### src/rtl/dma_seq_pkg.sv
`timescale 1ns/1ps
package dma_seq_pkg;
  typedef enum logic [2:0] {
    ST_IDLE = 3'd0,
    ST_HOLD = 3'd1,
    ST_T1   = 3'd2,
    ST_T2   = 3'd3,
    ST_T3   = 3'd4,
    ST_T4   = 3'd5
  } seq_state_e;

  typedef enum logic [1:0] {
    XF_VERIFY = 2'b00,
    XF_WRITE  = 2'b01,
    XF_READ   = 2'b10,
    XF_SPARE  = 2'b11
  } xfer_e;

  typedef struct packed {
    logic  demand;
    logic  dec;
    logic  autoinit;
    xfer_e xfer;
  } mode_t;

  localparam int unsigned AUTO_BIT   = 4;
  localparam int unsigned DEC_BIT    = 5;
  localparam int unsigned DEMAND_BIT = 6;

  localparam logic [1:0] SEL_ADDR = 2'd0;
  localparam logic [1:0] SEL_CNT  = 2'd1;
  localparam logic [1:0] SEL_MODE = 2'd2;
  localparam logic [1:0] SEL_MASK = 2'd3;
endpackage

### src/rtl/dma_chan_regs.sv
`timescale 1ns/1ps
module dma_chan_regs
  import dma_seq_pkg::*;
#(
  parameter int ADDR_W = 16,
  parameter int CNT_W  = 16,
  parameter int CFG_W  = 16
) (
  input  logic              clk_i,
  input  logic              rst_ni,
  input  logic              we_i,
  input  logic [1:0]        sel_i,
  input  logic [CFG_W-1:0]  wdata_i,
  input  logic              step_i,
  input  logic              end_i,
  output logic [ADDR_W-1:0] cur_addr_o,
  output logic [CNT_W-1:0]  cur_cnt_o,
  output mode_t             mode_o,
  output logic              mask_o,
  output logic              tc_pend_o
);
  localparam logic [ADDR_W-1:0] ADDR_ONE = {{(ADDR_W-1){1'b0}}, 1'b1};
  localparam logic [CNT_W-1:0]  CNT_ONE  = {{(CNT_W-1){1'b0}}, 1'b1};

  logic [ADDR_W-1:0] base_addr_q, cur_addr_q, addr_next;
  logic [CNT_W-1:0]  base_cnt_q, cur_cnt_q;
  mode_t             mode_q;
  logic              mask_q;

  assign addr_next = mode_q.dec ? cur_addr_q - ADDR_ONE : cur_addr_q + ADDR_ONE;

  always_ff @(posedge clk_i or negedge rst_ni) begin
    if (!rst_ni) begin
      base_addr_q <= '0;
      cur_addr_q  <= '0;
      base_cnt_q  <= '0;
      cur_cnt_q   <= '0;
      mode_q      <= '0;
      mask_q      <= 1'b1;
    end else if (we_i) begin
      case (sel_i)
        SEL_ADDR: begin
          base_addr_q <= wdata_i[ADDR_W-1:0];
          cur_addr_q  <= wdata_i[ADDR_W-1:0];
        end
        SEL_CNT: begin
          base_cnt_q <= wdata_i[CNT_W-1:0];
          cur_cnt_q  <= wdata_i[CNT_W-1:0];
        end
        SEL_MODE: begin
          mode_q.xfer     <= xfer_e'(wdata_i[1:0]);
          mode_q.autoinit <= wdata_i[AUTO_BIT];
          mode_q.dec      <= wdata_i[DEC_BIT];
          mode_q.demand   <= wdata_i[DEMAND_BIT];
        end
        default: mask_q <= wdata_i[0];
      endcase
    end else if (step_i) begin
      if (end_i && mode_q.autoinit) begin
        cur_addr_q <= base_addr_q;
        cur_cnt_q  <= base_cnt_q;
      end else begin
        cur_addr_q <= addr_next;
        cur_cnt_q  <= cur_cnt_q - CNT_ONE;
      end
      if (end_i && !mode_q.autoinit) mask_q <= 1'b1;
    end
  end

  assign cur_addr_o = cur_addr_q;
  assign cur_cnt_o  = cur_cnt_q;
  assign mode_o     = mode_q;
  assign mask_o     = mask_q;
  assign tc_pend_o  = (cur_cnt_q == '0);
endmodule

### src/rtl/dma_seq_fsm.sv
`timescale 1ns/1ps
module dma_seq_fsm
  import dma_seq_pkg::*;
(
  input  logic       clk_i,
  input  logic       rst_ni,
  input  logic       dreq_i,
  input  logic       mask_i,
  input  logic       hlda_i,
  input  logic       ready_i,
  input  logic       verify_i,
  input  logic       demand_i,
  input  logic       eop_i,
  input  logic       tc_pend_i,
  output seq_state_e state_o,
  output logic       step_o,
  output logic       end_o
);
  seq_state_e state_q, state_d;
  logic       ext_q;
  logic       active, term;

  assign active = (state_q == ST_T1) || (state_q == ST_T2) ||
                  (state_q == ST_T3) || (state_q == ST_T4);
  // external end is taken live in state 4 or latched earlier in the cycle
  assign term   = tc_pend_i || ext_q || eop_i;

  always_comb begin
    state_d = state_q;
    case (state_q)
      ST_IDLE: if (dreq_i && !mask_i) state_d = ST_HOLD;
      ST_HOLD: if (hlda_i) state_d = ST_T1;
      ST_T1:   state_d = ST_T2;
      ST_T2:   state_d = ST_T3;
      ST_T3:   if (ready_i || verify_i) state_d = ST_T4;
      ST_T4: begin
        if (term)                     state_d = ST_IDLE;
        else if (!demand_i || dreq_i) state_d = ST_T1;
        else                          state_d = ST_IDLE;
      end
      default: state_d = ST_IDLE;
    endcase
  end

  always_ff @(posedge clk_i or negedge rst_ni) begin
    if (!rst_ni) begin
      state_q <= ST_IDLE;
      ext_q   <= 1'b0;
    end else begin
      state_q <= state_d;
      if (!active || state_q == ST_T4) ext_q <= 1'b0;
      else if (eop_i)                  ext_q <= 1'b1;
    end
  end

  assign state_o = state_q;
  assign step_o  = (state_q == ST_T4);
  assign end_o   = step_o && term;
endmodule

### src/rtl/dma_strobe_dec.sv
`timescale 1ns/1ps
module dma_strobe_dec
  import dma_seq_pkg::*;
(
  input  seq_state_e state_i,
  input  xfer_e      xfer_i,
  output logic       memr_o,
  output logic       memw_o,
  output logic       ior_o,
  output logic       iow_o
);
  logic on;

  assign on     = (state_i == ST_T2) || (state_i == ST_T3);
  assign memr_o = on && (xfer_i == XF_READ);
  assign iow_o  = on && (xfer_i == XF_READ);
  assign memw_o = on && (xfer_i == XF_WRITE);
  assign ior_o  = on && (xfer_i == XF_WRITE);
endmodule

### src/rtl/dma_xfer_seq.sv
`timescale 1ns/1ps
module dma_xfer_seq
  import dma_seq_pkg::*;
#(
  parameter  int ADDR_W = 16,
  parameter  int CNT_W  = 16,
  localparam int CFG_W  = (ADDR_W > CNT_W) ? ADDR_W : CNT_W
) (
  input  logic              clk_i,
  input  logic              rst_ni,
  input  logic              cfg_we_i,
  input  logic [1:0]        cfg_sel_i,
  input  logic [CFG_W-1:0]  cfg_wdata_i,
  input  logic              dreq_i,
  input  logic              hlda_i,
  input  logic              ready_i,
  input  logic              eop_i,
  output logic              hrq_o,
  output logic              dack_o,
  output logic [ADDR_W-1:0] addr_o,
  output logic              memr_o,
  output logic              memw_o,
  output logic              ior_o,
  output logic              iow_o,
  output logic              eop_o,
  output logic              mask_o,
  output logic [CNT_W-1:0]  cur_cnt_o
);
  seq_state_e state_w;
  mode_t      mode_w;
  logic       step_w, end_w, tc_pend_w, mask_w, verify_w, autoinit_w;

  assign verify_w   = !((mode_w.xfer == XF_WRITE) || (mode_w.xfer == XF_READ));
  assign autoinit_w = mode_w.autoinit;

  dma_chan_regs #(
    .ADDR_W (ADDR_W),
    .CNT_W  (CNT_W),
    .CFG_W  (CFG_W)
  ) u_regs (
    .clk_i      (clk_i),
    .rst_ni     (rst_ni),
    .we_i       (cfg_we_i),
    .sel_i      (cfg_sel_i),
    .wdata_i    (cfg_wdata_i),
    .step_i     (step_w),
    .end_i      (end_w),
    .cur_addr_o (addr_o),
    .cur_cnt_o  (cur_cnt_o),
    .mode_o     (mode_w),
    .mask_o     (mask_w),
    .tc_pend_o  (tc_pend_w)
  );

  dma_seq_fsm u_fsm (
    .clk_i     (clk_i),
    .rst_ni    (rst_ni),
    .dreq_i    (dreq_i),
    .mask_i    (mask_w),
    .hlda_i    (hlda_i),
    .ready_i   (ready_i),
    .verify_i  (verify_w),
    .demand_i  (mode_w.demand),
    .eop_i     (eop_i),
    .tc_pend_i (tc_pend_w),
    .state_o   (state_w),
    .step_o    (step_w),
    .end_o     (end_w)
  );

  dma_strobe_dec u_strb (
    .state_i (state_w),
    .xfer_i  (mode_w.xfer),
    .memr_o  (memr_o),
    .memw_o  (memw_o),
    .ior_o   (ior_o),
    .iow_o   (iow_o)
  );

  assign hrq_o  = (state_w != ST_IDLE);
  assign dack_o = (state_w != ST_IDLE) && (state_w != ST_HOLD);
  assign eop_o  = end_w;
  assign mask_o = mask_w;
endmodule

### config.mk
export PLATFORM = sky130hd
export DESIGN_NAME = dma_xfer_seq
export DESIGN_NICKNAME = d
export VERILOG_FILES = /design/src/rtl/dma_seq_pkg.sv /design/src/rtl/dma_chan_regs.sv /design/src/rtl/dma_seq_fsm.sv /design/src/rtl/dma_strobe_dec.sv /design/src/rtl/dma_xfer_seq.sv
export SDC_FILE = /design/constraint.sdc
export NUM_CORES = 1
export LEC_CHECK = 0
export ABC_CLOCK_PERIOD_IN_PS = 6400
export BUFFER_PORTS_ARGS = -buffer_cell sky130_fd_sc_hd__buf_2
export CAP_MARGIN = 40
export CELL_PAD_IN_SITES_DETAIL_PLACEMENT = 1
export CELL_PAD_IN_SITES_GLOBAL_PLACEMENT = 1
export CORE_ASPECT_RATIO = 1.25
export CORE_MARGIN = 2
export CORE_UTILIZATION = 45
export DETAILED_ROUTE_END_ITERATION = 8
export PLACE_DENSITY_LB_ADDON = 0.12
export SLEW_MARGIN = 20
export SYNTH_ARGS = -nofsm -noshare
export SYNTH_HDL_FRONTEND = slang
export SYNTH_SLANG_ARGS = --single-unit
### constraint.sdc
create_clock -name clk_i -period 6.4 [get_ports clk_i]
set_input_delay 1.28 -clock clk_i [delete_from_list [all_inputs] [get_ports clk_i]]
set_output_delay 1.28 -clock clk_i [all_outputs]
set_load 0.01 [all_outputs]
==> impl_metrics.yaml <==
run_status:
  status: "complete, no violations"
cells_and_area:
  diodes: 0
  layout-drive-gt1-share: 0.180
  n_fill_cell: 1191
  ff_latch_area_um2: 1850
  stdcell_count: 698
  nets: 610
  area_growth_pct: 16.8
  multi_input_area_um2: 2410
setup_path:
  regToRegSetupSlack_ns: 3.25
  crit_required_ns: 6.62
  crit_fanout: 42
  crit_slowest_cell: "nand2_1"
  critPathTopFamily: "simple AND/OR/NAND/NOR gates"
  reg2reg_to: "u_regs.cur_addr_o[14]$_DFFE_PN0P_"
  path_cells: "buf_2 -> nand3b_1 -> nand2_1 -> nand2_1 -> o21ai_0 -> o21ai_0"
  startpoint_type: "primary input"
  cp-endpoint: "u_regs.cur_cnt_o[15]$_DFFE_PN0P_"
  r2r_start: "u_regs.mode_o[3]$_DFFE_PN0P_"
  critPathKind: "in -> reg"
  reg2regPathDepth: 7
  cp_data_arrival_time_ns: 3.73
  cp_slowest_stage_delay_ns: 0.76
  path_buf_inv: 1
  critPathLaunch: "cfg_we_i"
  crit_cells: 6
  worst_setup_path_end_kind: "flip-flop"
clock_network:
  path_clk_slew_ns: 0.06
  cts_resized: 0
  clockBufferDepth: 2
  clock_sinks: 74
  cts_setup_buffers: 0
  clk_latency_ns: 0.34
  holdBufCountCts: 0
  cts_buffers: 9
  htreeDepth: 3
  cts_tree: "yes"
  clock-root-buffer: "clkbuf_16"
synthesis:
  syn_area_per_cell_um2: 8.62
  synth_fp_nets: 555
  synth_compound_area_frac: 0.212
  async_reset_ff_frac: 1.00
  synth_top_family_by_area: "compound AO/OA/AOI/OAI gates"
  synth_seq_cells: 74
  yosysSeqAreaShare: 0.420
  synth_fa_ha_area_frac: 0.0527
  synth_warnings: 0
  muxShareOfSynthArea: 0.0266
  synth-edff-count: 0
  syn_area_um2: 4410
  synth_xor_area_frac: 0.0437
  synthCells: 512
  ys_types: 57
  synth-main-ff-cell: "dfrtp_1"
  yosys.area_share.simple: 0.209
timing:
  slew_headroom: 0.458
  fin_crit_sh: 0.549
  rsz0062_at_grt: "false"
  clock_skew_ns: 0.00593
  fin_tns_setup_ns: 0
  worstMarginPinSlew_ns: 0.813
  finalHoldViolations: 0
  setup_viol: 0
  slew_violations: 0
  final.min_clock_period_ns: 3.51
  fmax_mhz: 285
grt:
  grt_overflow: 0
  first_global_vias: 4189
  antenna_found_initial: 0
  grt_use_total: 0.268
  grt_max_degree: 53
  grt_pass1_wl_um: 22100
routing:
  totalWireLength_um: 13600
  num_vias: 4097
  wl_per_cell_um: 19.5
  final_antenna_net_count: 0
  drt_iter0_markers: 196
  drc: 0
  avgViaCountPerCell: 5.87
  drt_pass1_iterations: 4
hold_path:
  hp-class: "reg -> reg"
die:
  die_w_um: 92.6
  fp.dieH_um: 115
  io_pins: 65
  start_util: 0.462
  rows: 40
  coreArea_um2: 9560
  dieArea_um2: 10600
job:
  maxCapViolations: 0
placement:
  port_buffers: 64
  gp_congestion: 0.795
  placedCellCount: 681
  hpwl_um: 9570
power_and_ir_drop:
  p_leak_nw: 2.44
  ir_drop_uv: 217
  powerDensity_nw_per_um2: 452
[cell usage after synthesis (5+ instances only)]
master	instances	share of area
nor3_1	7	0.0079
xor2_1	9	0.018
mux2i_1	5	0.011
ha_1	17	0.048
inv_1	12	0.010
and3_1	5	0.0071
dfrtp_1	73	0.41
nand3_1	9	0.010
a31oi_1	12	0.017
nor2_1	51	0.043
o21ai_0	36	0.041
nand3b_1	6	0.010
or3_1	6	0.0085
a211o_1	10	0.020
a21o_1	9	0.015
a21oi_1	30	0.034
mux2_2	6	0.015
clkbuf_1	19	0.016
a211oi_1	9	0.015
xnor2_1	13	0.026
nand2_1	106	0.090
[cells by family after synthesis]
group | Yosys count
buffers and inverters | 39
adder cells (fa/ha/maj) | 18
multiplexers | 11
XOR/XNOR | 22
flip-flops | 74
AND/OR/NAND/NOR | 206
AO/OA/AOI/OAI | 142
[per-layer routing]
metal,track usage,vias up,share of wire
met3,0.0328,11,0.032
met1,0.354,2091,0.44
met5,0,-,0
met4,0.0726,0,0.011
li1,-,1919,-
met2,0.469,76,0.51
[sequential cells by signal (all words and copies together) (netlist names)]
| register | flops |
|---|---|
| u_regs.mode_o | 5 |
| u_regs.cur_cnt_o | 16 |
| u_fsm.state_o | 3 |
| u_regs.mask_o | 1 |
| u_regs.cur_addr_o | 16 |
| u_regs.base_cnt_q | 16 |
| u_regs.base_addr_q | 16 |
| u_fsm.ext_q | 1 |
[through the flow]
step	instance area [µm²]	hold slack [ns]	total power [mW]	util	worst slack [ns]
after floorplan	4410	0.445	1.47	-	3.53
after global routing	5160	0.494	2.49	0.540	2.59
after detailed placement	4850	0.463	1.82	0.508	2.51
final	5160	0.478	2.33	0.540	2.89
after global placement	4820	0.458	1.77	0.504	2.63
after CTS	5150	0.478	2.34	0.539	2.84
[cells in the final DEF (no fill, tap or decap), drive strengths merged, types with 3 or more instances in the layout]
cell      Yosys  layout
o21ai        36      36
nor2         51      51
buf           8      71
o31ai         5       5
nand2       106     106
a21oi        30      30
and3          5       5
xnor2        13      13
a21o          9       9
nor3          7       7
o211ai        4       4
or3           6       6
inv          12      12
a221o         3       3
mux2i         5       5
a211oi        9       9
a22oi         3       3
and2          3       3
clkbuf       19       9
a31oi        12      12
nand3         9       9
dfrtp        73      73
clkinvlp      0       4
a211o        10      10
ha           17      17
mux2          6       6
nand3b        6       6
xor2          9       9
[worst min path at each step]
stage | end | cells past startpoint | slack, ns | start
global route | u_regs.base_addr_q[8]$_DFFE_PN0P_ | 1 | 0.49 | u_regs.base_addr_q[8]$_DFFE_PN0P_
global placement | u_regs.base_cnt_q[14]$_DFFE_PN0P_ | 1 | 0.46 | u_regs.base_cnt_q[14]$_DFFE_PN0P_
floorplan | u_regs.base_cnt_q[15]$_DFFE_PN0P_ | 2 | 0.44 | u_regs.base_cnt_q[15]$_DFFE_PN0P_
detailed placement | u_regs.base_cnt_q[8]$_DFFE_PN0P_ | 2 | 0.46 | u_regs.base_cnt_q[8]$_DFFE_PN0P_
finish | u_regs.base_cnt_q[12]$_DFFE_PN0P_ | 2 | 0.48 | u_regs.base_cnt_q[12]$_DFFE_PN0P_
CTS | u_regs.base_cnt_q[8]$_DFFE_PN0P_ | 2 | 0.48 | u_regs.base_cnt_q[8]$_DFFE_PN0P_
[where the power goes]
| group | switching, mW | total, mW | leakage (nW) | internal (mW) |
|---|---|---|---|---|
| Combinational | 0.561 | 1.02 | 1.41 | 0.458 |
| Sequential | 0.189 | 0.801 | 0.900 | 0.611 |
| Clock | 0.210 | 0.510 | 0.133 | 0.300 |
[layout make-up]
cell class                 instances  area share
sequential                        74       0.359
clock buffer                       9      0.0437
inverter                          12     0.00873
multi-input combinational        399       0.467
clock inverter                     7      0.0136
timing repair buffer              71      0.0767
tap                              126      0.0306
[worst reg2reg max path, delay by kind of cell, from the launching register on]
kind / cells / cell delay (ns)
AO/OA/AOI/OAI: 6 / 1.79
adder cells (fa/ha/maj): 1 / 0.42
flip-flops: 1 / 0.78
Note: power is estimated with default switching activity, not from simulation.
